`src/rtl/mpdu_rec_pkg.sv`:
```
// Shared widths, record layout constants and helpers for the MPDU
// completion record builder. Bit positions here are the layout that
// downstream consumers decode, so they are fixed.
package mpdu_rec_pkg;

    localparam int WORD_W    = 32;
    localparam int NUM_WORDS = 4;
    localparam int REC_W     = WORD_W * NUM_WORDS;

    localparam int CAT_W   = 2;
    localparam int GRP_W   = 7;
    localparam int ID_W    = 16;
    localparam int NFLAG   = 10;
    localparam int RING_W  = 3;
    localparam int DEC_W   = 3;
    localparam int SEQ_W   = 16;
    localparam int TS_W    = 32;

    // Derived layout widths
    localparam int W0_PAD_W  = WORD_W - ID_W - GRP_W - CAT_W;   // 7
    localparam int FLAG_LSB  = 11;
    localparam int W1_TOP_W  = WORD_W - FLAG_LSB - NFLAG - 2*RING_W - DEC_W - 1; // 1
    localparam int W2_PAD_W  = WORD_W - SEQ_W - 1;              // 15

    // Index of the FCS error flag inside the flag vector
    localparam int FCS_IDX = 8;

    // Largest legal decrypt status code ("other")
    localparam logic [DEC_W-1:0] DEC_LAST = 3'd5;

    // Map an out-of-range decrypt status onto the "other" code.
    function automatic logic [DEC_W-1:0] legal_dec(input logic [DEC_W-1:0] code);
        return (code > DEC_LAST) ? DEC_LAST : code;
    endfunction

endpackage

```
`src/rtl/ppdu_tracker.sv`:
```
// PPDU tracker: keeps the per-PPDU identifier and the receive-frame
// timestamp. The identifier advances on each PPDU start and wraps. The
// timestamp is taken on the first rising edge of rx_frame after a PPDU
// start (or after reset) and held until the next start re-arms it.
// Assumes a PPDU start and an rx_frame rising edge never share a cycle.
module ppdu_tracker #(
    parameter int ID_W = 16,
    parameter int TS_W = 32
) (
    input  logic            clk,
    input  logic            rst_n,
    input  logic            ppdu_start_i,
    input  logic            rx_frame_i,
    input  logic [TS_W-1:0] gts_i,
    output logic [ID_W-1:0] ppdu_id_o,
    output logic [TS_W-1:0] frame_ts_o
);

    logic [ID_W-1:0] id_q;
    logic [TS_W-1:0] ts_q;
    logic            armed_q;
    logic            rx_prev_q;
    logic            rx_rise;

    // Rising edge of the receive-frame level
    assign rx_rise = rx_frame_i & ~rx_prev_q;

    // Identifier counter, edge-detect history and timestamp capture
    always_ff @(posedge clk) begin
        if (!rst_n) begin
            id_q      <= '0;
            ts_q      <= '0;
            armed_q   <= 1'b1;
            rx_prev_q <= 1'b0;
        end else begin
            rx_prev_q <= rx_frame_i;
            if (ppdu_start_i) begin
                id_q    <= id_q + 1'b1;
                armed_q <= 1'b1;
            end else if (rx_rise && armed_q) begin
                ts_q    <= gts_i;
                armed_q <= 1'b0;
            end
        end
    end

    assign ppdu_id_o  = id_q;
    assign frame_ts_o = ts_q;


    id_step_chk: assert property (@(posedge clk) disable iff (!rst_n)
        ppdu_start_i |=> (id_q == $past(id_q) + 1'b1));


    id_hold_chk: assert property (@(posedge clk) disable iff (!rst_n)
        !ppdu_start_i |=> $stable(id_q));


    ts_capture_chk: assert property (@(posedge clk) disable iff (!rst_n)
        (rx_rise && armed_q && !ppdu_start_i) |=> (ts_q == $past(gts_i)));


    ts_hold_chk: assert property (@(posedge clk) disable iff (!rst_n)
        (!armed_q && !ppdu_start_i) |=> $stable(ts_q));

endmodule

```
`src/rtl/mgmt_seq_stamper.sv`:
```
// Management sequence stamper: decides whether the ending MPDU
// qualifies for a management sequence number and keeps the counter
// that supplies it. The current count is handed out, then advanced.
// Assumes the FCS flag is final when the MPDU-end strobe is seen.
module mgmt_seq_stamper #(
    parameter int SEQ_W = 16
) (
    input  logic             clk,
    input  logic             rst_n,
    input  logic             mpdu_end_i,
    input  logic             is_mgmt_i,
    input  logic             for_self_i,
    input  logic             seq_class_i,
    input  logic             fcs_err_i,
    output logic             stamp_o,
    output logic [SEQ_W-1:0] seq_o
);

    logic [SEQ_W-1:0] cnt_q;
    logic             qualify;

    // Qualification: management, addressed here, selected class, good FCS
    assign qualify = is_mgmt_i & for_self_i & seq_class_i & ~fcs_err_i;
    assign stamp_o = qualify;
    assign seq_o   = cnt_q;

    // Advance the counter after each number handed out
    always_ff @(posedge clk) begin
        if (!rst_n) begin
            cnt_q <= '0;
        end else if (mpdu_end_i && qualify) begin
            cnt_q <= cnt_q + 1'b1;
        end
    end


    seq_step_chk: assert property (@(posedge clk) disable iff (!rst_n)
        (mpdu_end_i && is_mgmt_i && for_self_i && seq_class_i && !fcs_err_i)
        |=> (cnt_q == $past(cnt_q) + 1'b1));


    seq_hold_chk: assert property (@(posedge clk) disable iff (!rst_n)
        !(mpdu_end_i && is_mgmt_i && for_self_i && seq_class_i && !fcs_err_i)
        |=> $stable(cnt_q));

endmodule

```
`src/rtl/rec_packer.sv`:
```
// Record packer: assembles the four record words from the sampled MPDU
// fields and the tracked PPDU state, and registers them on the MPDU-end
// strobe. The valid pulse follows the strobe by one cycle; the record
// holds its value until the next strobe. Reserved bits are zero.
module rec_packer
    import mpdu_rec_pkg::*;
(
    input  logic              clk,
    input  logic              rst_n,
    input  logic              mpdu_end_i,
    input  logic [CAT_W-1:0]  filt_cat_i,
    input  logic [GRP_W-1:0]  frame_grp_i,
    input  logic [NFLAG-1:0]  stat_flags_i,
    input  logic [RING_W-1:0] ring0_sel_i,
    input  logic [RING_W-1:0] ring1_sel_i,
    input  logic [DEC_W-1:0]  dec_status_i,
    input  logic              bitmap_miss_i,
    input  logic [ID_W-1:0]   ppdu_id_i,
    input  logic [TS_W-1:0]   frame_ts_i,
    input  logic              stamp_i,
    input  logic [SEQ_W-1:0]  seq_i,
    output logic              rec_valid_o,
    output logic [REC_W-1:0]  rec_o
);

    logic [NUM_WORDS-1:0][WORD_W-1:0] word_d;
    logic [NUM_WORDS-1:0][WORD_W-1:0] word_q;
    logic                             valid_q;
    logic [SEQ_W-1:0]                 seq_field;

    // Number field is forced to zero when the frame is not stamped
    assign seq_field = stamp_i ? seq_i : '0;

    // Build the next record words from the current inputs
    always_comb begin
        word_d[0] = {ppdu_id_i, {W0_PAD_W{1'b0}}, frame_grp_i, filt_cat_i};
        word_d[1] = {{W1_TOP_W{1'b0}}, bitmap_miss_i, legal_dec(dec_status_i),
                     ring1_sel_i, ring0_sel_i, stat_flags_i, {FLAG_LSB{1'b0}}};
        word_d[2] = {seq_field, stamp_i, {W2_PAD_W{1'b0}}};
        word_d[3] = frame_ts_i;
    end

    // One load-enabled register per record word
    for (genvar w = 0; w < NUM_WORDS; w++) begin : g_word
        always_ff @(posedge clk) begin
            if (!rst_n) begin
                word_q[w] <= '0;
            end else if (mpdu_end_i) begin
                word_q[w] <= word_d[w];
            end
        end
    end

    // Valid pulse one cycle after the strobe
    always_ff @(posedge clk) begin
        if (!rst_n) begin
            valid_q <= 1'b0;
        end else begin
            valid_q <= mpdu_end_i;
        end
    end

    assign rec_o       = word_q;
    assign rec_valid_o = valid_q;


    valid_follow_chk: assert property (@(posedge clk) disable iff (!rst_n)
        mpdu_end_i |=> rec_valid_o);


    valid_idle_chk: assert property (@(posedge clk) disable iff (!rst_n)
        !mpdu_end_i |=> (!rec_valid_o && $stable(rec_o)));


    rsv_zero_chk: assert property (@(posedge clk) disable iff (!rst_n)
        rec_valid_o |-> (rec_o[15:9] == '0 && rec_o[42:32] == '0 &&
                         rec_o[63] == 1'b0 && rec_o[78:64] == '0));


    dec_legal_chk: assert property (@(posedge clk) disable iff (!rst_n)
        rec_valid_o |-> (rec_o[61:59] <= DEC_LAST));


    seq_blank_chk: assert property (@(posedge clk) disable iff (!rst_n)
        (rec_valid_o && !rec_o[79]) |-> (rec_o[95:80] == '0));

endmodule

```
`src/rtl/mpdu_end_rec_gen.sv`:
```
// MPDU completion record builder (top). Ties the PPDU tracker, the
// management sequence stamper and the record packer together. Assumes
// the MPDU-end strobe never shares a cycle with a PPDU start or with the
// timestamp capture edge, so each record sees settled PPDU state.
module mpdu_end_rec_gen
    import mpdu_rec_pkg::*;
(
    input  logic              clk,
    input  logic              rst_n,
    input  logic              ppdu_start_i,
    input  logic              rx_frame_i,
    input  logic [TS_W-1:0]   gts_i,
    input  logic              mpdu_end_i,
    input  logic [CAT_W-1:0]  filt_cat_i,
    input  logic [GRP_W-1:0]  frame_grp_i,
    input  logic [NFLAG-1:0]  stat_flags_i,
    input  logic [RING_W-1:0] ring0_sel_i,
    input  logic [RING_W-1:0] ring1_sel_i,
    input  logic [DEC_W-1:0]  dec_status_i,
    input  logic              bitmap_miss_i,
    input  logic              is_mgmt_i,
    input  logic              for_self_i,
    input  logic              seq_class_i,
    output logic              rec_valid_o,
    output logic [REC_W-1:0]  rec_o
);

    logic [ID_W-1:0]  ppdu_id;
    logic [TS_W-1:0]  frame_ts;
    logic             stamp;
    logic [SEQ_W-1:0] seq_num;

    ppdu_tracker #(
        .ID_W (ID_W),
        .TS_W (TS_W)
    ) u_ppdu (
        .clk          (clk),
        .rst_n        (rst_n),
        .ppdu_start_i (ppdu_start_i),
        .rx_frame_i   (rx_frame_i),
        .gts_i        (gts_i),
        .ppdu_id_o    (ppdu_id),
        .frame_ts_o   (frame_ts)
    );

    mgmt_seq_stamper #(
        .SEQ_W (SEQ_W)
    ) u_seq (
        .clk         (clk),
        .rst_n       (rst_n),
        .mpdu_end_i  (mpdu_end_i),
        .is_mgmt_i   (is_mgmt_i),
        .for_self_i  (for_self_i),
        .seq_class_i (seq_class_i),
        .fcs_err_i   (stat_flags_i[FCS_IDX]),
        .stamp_o     (stamp),
        .seq_o       (seq_num)
    );

    rec_packer u_pack (
        .clk           (clk),
        .rst_n         (rst_n),
        .mpdu_end_i    (mpdu_end_i),
        .filt_cat_i    (filt_cat_i),
        .frame_grp_i   (frame_grp_i),
        .stat_flags_i  (stat_flags_i),
        .ring0_sel_i   (ring0_sel_i),
        .ring1_sel_i   (ring1_sel_i),
        .dec_status_i  (dec_status_i),
        .bitmap_miss_i (bitmap_miss_i),
        .ppdu_id_i     (ppdu_id),
        .frame_ts_i    (frame_ts),
        .stamp_i       (stamp),
        .seq_i         (seq_num),
        .rec_valid_o   (rec_valid_o),
        .rec_o         (rec_o)
    );

endmodule

```
`config.mk`:
```
export PLATFORM = sky130hd
export DESIGN_NAME = mpdu_end_rec_gen
export DESIGN_NICKNAME = d
export VERILOG_FILES = /design/src/rtl/mpdu_rec_pkg.sv /design/src/rtl/ppdu_tracker.sv /design/src/rtl/mgmt_seq_stamper.sv /design/src/rtl/rec_packer.sv /design/src/rtl/mpdu_end_rec_gen.sv
export SDC_FILE = /design/constraint.sdc
export NUM_CORES = 1
export LEC_CHECK = 0
export ABC_AREA = 1
export BUFFER_PORTS_ARGS = -buffer_cell sky130_fd_sc_hd__buf_4
export CAP_MARGIN = 20
export CORE_ASPECT_RATIO = 0.75
export CORE_MARGIN = 8
export CORE_UTILIZATION = 56
export DETAILED_ROUTE_END_ITERATION = 10
export PLACE_DENSITY = 0.95
export SLEW_MARGIN = 20
export SYNTH_ARGS = -nofsm -noshare
export SYNTH_HDL_FRONTEND = slang
export SYNTH_HIERARCHICAL = 1
export SYNTH_SLANG_ARGS = --single-unit
```
`constraint.sdc`:
```
create_clock -name clk -period 2.3 [get_ports clk]
set_clock_uncertainty 0.2 [all_clocks]
set_input_delay 0.69 -clock clk [delete_from_list [all_inputs] [get_ports clk]]
set_output_delay 0.69 -clock clk [all_outputs]
set_load 0.01 [all_outputs]
```
==> Word level (Yosys, flattened, before mapping) <==
Index checks and enable logic that the tools add are counted.
{ "totals": {"reg_bits": 161, "latch_bits": 0, "mem_bits_rw": 0, "mem_bits_ro": 0, "out_inout_bits": 129, "wordCells": 27, "n_memories": 0} }
{ "op_classes": {"add_sub_neg": 2, "n_mul": 0, "div": 0, "magnitude_cmp": 1, "eq_ne": 0, "shift": 0, "n_mux": 2, "bitwise_logic": 8, "n_reduce_logical": 4} }
{ "ops": {"columns": ["cell", "count"], "rows": [
  ["adder 16 x 1 -> 16 bit, second input constant", 2],
  ["2-to-1 mux 16 bit", 1],
  ["AND 1 bit", 4],
  ["inverter 1 bit", 4],
  ["greater-than comparator 3 bit, second input constant", 1],
  ["2-to-1 mux 3 bit", 1],
  ["logical AND 1 bit", 2],
  ["AND reduction 2 bit", 1],
  ["OR reduction 2 bit", 1]
]} }

==> Longest topological paths before layout <==
{ "logic_depth": {"ltp_word": 4, "mapped_depth": 9} }

==> Cells and area by module <==
Netlist, hierarchy kept.
{ "by_module_without_submodules": {"columns": ["mod", "n_inst", "cells_per_inst", "area_per_inst_um2"], "rows": [
  ["rec_packer", 1, 452, 3758.6],
  ["ppdu_tracker", 1, 263, 2055.7],
  ["mgmt_seq_stamper", 1, 139, 915.9]
]} }

==> Worst setup path after synthesis <==
OpenSTA, ideal clock, no wires.
{ "synth_path": {"path_type": "input-to-reg", "startpoint": "input port stat_flags_i[8]", "endpoint": "register u_pack.word_q, in the netlist u_pack/rec_o[86]", "setup_ns": 0.070, "arrival_ns": 1.529, "required_ns": 2.030, "slack_ns": 0.501, "cell_stages": 7, "path_cell_list": "inv_1 -> nand2_1 -> nor2_1 -> buf_2 -> clkbuf_1 -> nand3_1 -> a21oi_1"} }
{ "synth_via": {"elab_chain_cells": 3} }
{ "synth_rtl": {"columns": ["item", "line", "text"], "rows": [
  ["start: declaration", "mpdu_end_rec_gen.sv:16", "input logic [NFLAG-1:0] stat_flags_i,"],
  ["inverter 1 bit", "mgmt_seq_stamper.sv:23", "assign qualify = is_mgmt_i & for_self_i & seq_class_i & ~fcs_err_i;"],
  ["AND 1 bit", "mgmt_seq_stamper.sv:23", null],
  ["via stamp", "mpdu_end_rec_gen.sv:30", "logic stamp;"],
  ["2-to-1 mux 16 bit", "rec_packer.sv:32", "assign seq_field = stamp_i ? seq_i : '0;"],
  ["end signal: indexed assignment", "rec_packer.sv:49", "word_q[w] <= word_d[w];"],
  ["end: declaration", "rec_packer.sv:27", "logic [NUM_WORDS-1:0][WORD_W-1:0] word_q;"]
]} }
The timed path passes the listed nets, and every way through them passes these cells.
A chain may end at the register's enable or synchronous reset.

==> Worst setup path after layout <==
{ "layout_path": {"startpoint": "register u_pack.word_q, in the netlist u_pack/rec_o[80]", "endpoint": "output port rec_o[80]"} }
{ "layout_lines": {"columns": ["item", "line", "text"], "rows": [
  ["end: declaration", "mpdu_end_rec_gen.sv:25", "output logic [REC_W-1:0] rec_o"]
]} }
No word-level cell between the ends.

==> flow_summary_export.csv <==
group,metric,value,unit
critical_path,cp.required,1.41,ns
sta,worst_pin_slew,0.519,ns
die,die_h,111,um
die,dieArea,0.0158,mm^2
synth,synth_compound_area_share,13.9,%
synth,ys_types,34,
routing,vias,5940,
critical_path,cp_top_family,"flip-flops",
finish,antennaDiodeCount,0,
sta,setup_slack,0.503,ns
critical_path,path_class,"flip-flop to primary output",
die,rows,34,
clock_network,clock_path_buffers,2,
routing,first_pass_iters,5,
synth,synth_mux_area_share,0,%
die,initial_core_util,57.7,%
sta,layout_min_cycle_time,1.80,ns
finish,fin_nets,1071,
global_route,grt_max_degree,82,
synth,synth_top_family_by_area,"simple AND/OR/NAND/NOR gates",
status,status,"finished clean",
sta,slew_headroom,65.4,%
global_route,grtUsageMet2,35.6,%
global_route,grt_pass1_vias,5663,
placement,place_ws,0.364,ns
placement,portBuffers,163,
synth,ys_top_cells_by_area,"dfxtp_1 (48%), nor2_2 (7.1%), nor2_1 (6.6%)",
synth,synthAdderAreaFrac,0.372,%
critical_path,worst-path-buf-inv,1,
sta,holdWs,0.257,ns
sta,max_freq,0.557,GHz
worst_hold_path,hold_class,"flip-flop to flip-flop",
job,max_cap_violations,0,
synth,yosys.area_share.simple,25.4,%
synth,synth.ff_latch_count,161,
power_and_ir_drop,design_power_total,6.55,mW
synth,yosysWarnings,6,
synth,synth.cell_area,0.00673,mm^2
sta,setup_tns,0,ns
synth,yosysTopAreaCellShare,47.9,%
critical_path,cp_slowest_cell,"dfxtp_1",
clock_network,cts_resized,0,
clock_network,root_buffer,"clkbuf_16",
placement,place_hpwl,12000,um
sta,setup_viol,0,
synth,synth_largest_area_cell,"dfxtp_1",
routing,wirelength,17300,um
power_and_ir_drop,vdd_drop_max,489,uV
global_route,busiest_layer,"met2",
synth,yosys.area_share.xor_xnor,0.260,%
clock_network,cts_tree,"done",
critical_path,critPathLaunchType,"flip-flop",
global_route,grt_use_met1,26.1,%
routing,drt_iter0_drc,400,
clock_network,cts_sinks,161,
placement,gp_congestion,0.837,
routing,viasPerCell,5.06,
clock_network,clk_pin_slew,0.06,ns
die,core_area,0.0117,mm^2
die,chipWidth,143,um
finish,final_layout_size_suffix_gt1_share,30.0,%
critical_path,critPathCaptureType,"primary output",
global_route,antenna_found_initial,0,
synth,syn_inst,854,
power_and_ir_drop,p_leak,3.79,nW
synth,yosysSeqAreaShare,47.9,%
critical_path,crit_chain,"buf_4",
finish,area_growth,26.3,%
routing,drc,0,
global_route,overflow,0,
global_route,grt_pass1_wl,27700,um
routing,postRouteAntennaNets,0,
global_route,grt_usage,21.3,%
critical_path,crit_arrival,0.91,ns
sta,rsz0062_at_grt,"no",
clock_network,worstSkewPairLatency,0.41,ns
clock_network,hold_buffers,0,
critical_path,crit_fanout,2,
synth,syn-mean-instance-area,7.88,um^2
global_route,grt_use_met3,5.68,%
routing,routedWlPerCell,14.8,um
clock_network,postCtsSetupRepairBufs,0,
sta,report.final.slew_viol_count,0,
power_and_ir_drop,power-per-cell-area,771,mW/mm^2
sta,fin_crit_sh,78.1,%
critical_path,rrSetupSlack,0.61,ns
critical_path,slowest_delay,0.36,ns
clock_network,h-tree-depth,4,
sta,finalHoldViolCount,0,
die,io_pins,198,
clock_network,cts_made_buffers,17,
[cells by family (layout without fill, tap and decap cells)]
group,Yosys count,count (layout)
buf+inv,155,279
other cells,1,34
fa+ha+maj,2,2
xor+xnor,2,2
compound gates,186,186
simple gates,347,347
flops,161,161
[Yosys cell counts]
master / instances
nor3_4: 1
inv_4: 1
nor3_1: 3
nor2_8: 2
buf_2: 11
nand4_1: 2
a211oi_1: 1
nand3_2: 2
o21bai_1: 2
nand3b_1: 1
clkbuf_1: 16
dfxtp_1: 161
nand2_1: 84
and3_1: 1
buf_4: 39
a21oi_1: 69
ha_1: 2
xor2_1: 2
buf_1: 2
clkinv_1: 1
nand2_4: 2
nand2_2: 9
nor2_2: 76
inv_2: 2
nor2_1: 119
conb_1: 1
nand3_1: 39
buf_6: 9
o21ai_1: 36
nand3_4: 2
clkbuf_2: 1
o21ai_0: 78
inv_1: 73
nor2_4: 4
[worst paths after layout]
check	from	end	cells past startpoint
setup / recovery	u_pack/rec_o[80]$_SDFFE_PN0P_	rec_o[80]	1
hold reg to reg	u_ppdu/frame_ts_o[25]$_SDFFE_PN0P_	u_ppdu/frame_ts_o[25]$_SDFFE_PN0P_	2
setup reg to reg	u_seq/seq_o[1]$_SDFFE_PN0P_	u_seq/seq_o[14]$_SDFFE_PN0P_	8
hold / removal	u_ppdu/frame_ts_o[25]$_SDFFE_PN0P_	u_ppdu/frame_ts_o[25]$_SDFFE_PN0P_	2
[metal layers]
| layer | share of wire (%) | vias to the layer above |
|---|---|---|
| met5 | 0 | - |
| met4 | 1.5 | 0 |
| met3 | 7.2 | 23 |
| met2 | 50 | 216 |
| met1 | 42 | 2762 |
| li1 | - | 2939 |
[power breakdown]
| group | total [mW] | internal (mW) | switching, mW |
|---|---|---|---|
| Sequential | 2.99 | 2.92 | 0.0742 |
| Combinational | 0.678 | 0.299 | 0.380 |
| Clock | 2.88 | 1.76 | 1.12 |
| Total | 6.55 | 4.98 | 1.57 |
[stage by stage]
stage / std cells / util, % / area (um^2)
global placement: 1143 / 67.7 / 7890
finish: 1173 / 72.9 / 8500
global route: 1173 / 72.9 / 8500
CTS: 1173 / 72.9 / 8500
detailed placement: 1143 / 67.7 / 7890
floorplan: 887 / - / 6850
[layout by cell type, fill, tap and decap left out, types with 3 or more instances in the layout]
master	count
nand2_1	84
o21ai_1	36
nor3_1	3
bufinv_16	3
buf_4	167
nand2_2	9
clkbuf_16	17
inv_1	73
nor2_4	4
a21oi_1	69
nor2_2	76
conb_1	34
clkinvlp_4	4
nor2_1	119
dfxtp_1	161
nand3_1	39
o21ai_0	78
buf_12	5
[layout make-up]
cell class              instances  area (um^2)
flip-flops and latches        161         3220
fillers                       886         3160
multi-input cells             571         2820
repair buffers                172         1350
clock buffers                  19          453
inverters                      77          294
well taps                     162          203
clock inverters                11          155
[sequential cells by signal, summed over array words and instances (netlist names)]
name / flops
u_seq/seq_o: 16
u_pack/rec_o: 94
u_ppdu/rx_prev_q: 1
u_ppdu/armed_q: 1
u_ppdu/frame_ts_o: 32
u_pack/rec_valid_o: 1
u_ppdu/ppdu_id_o: 16
Power figures use the tool's default switching activity.
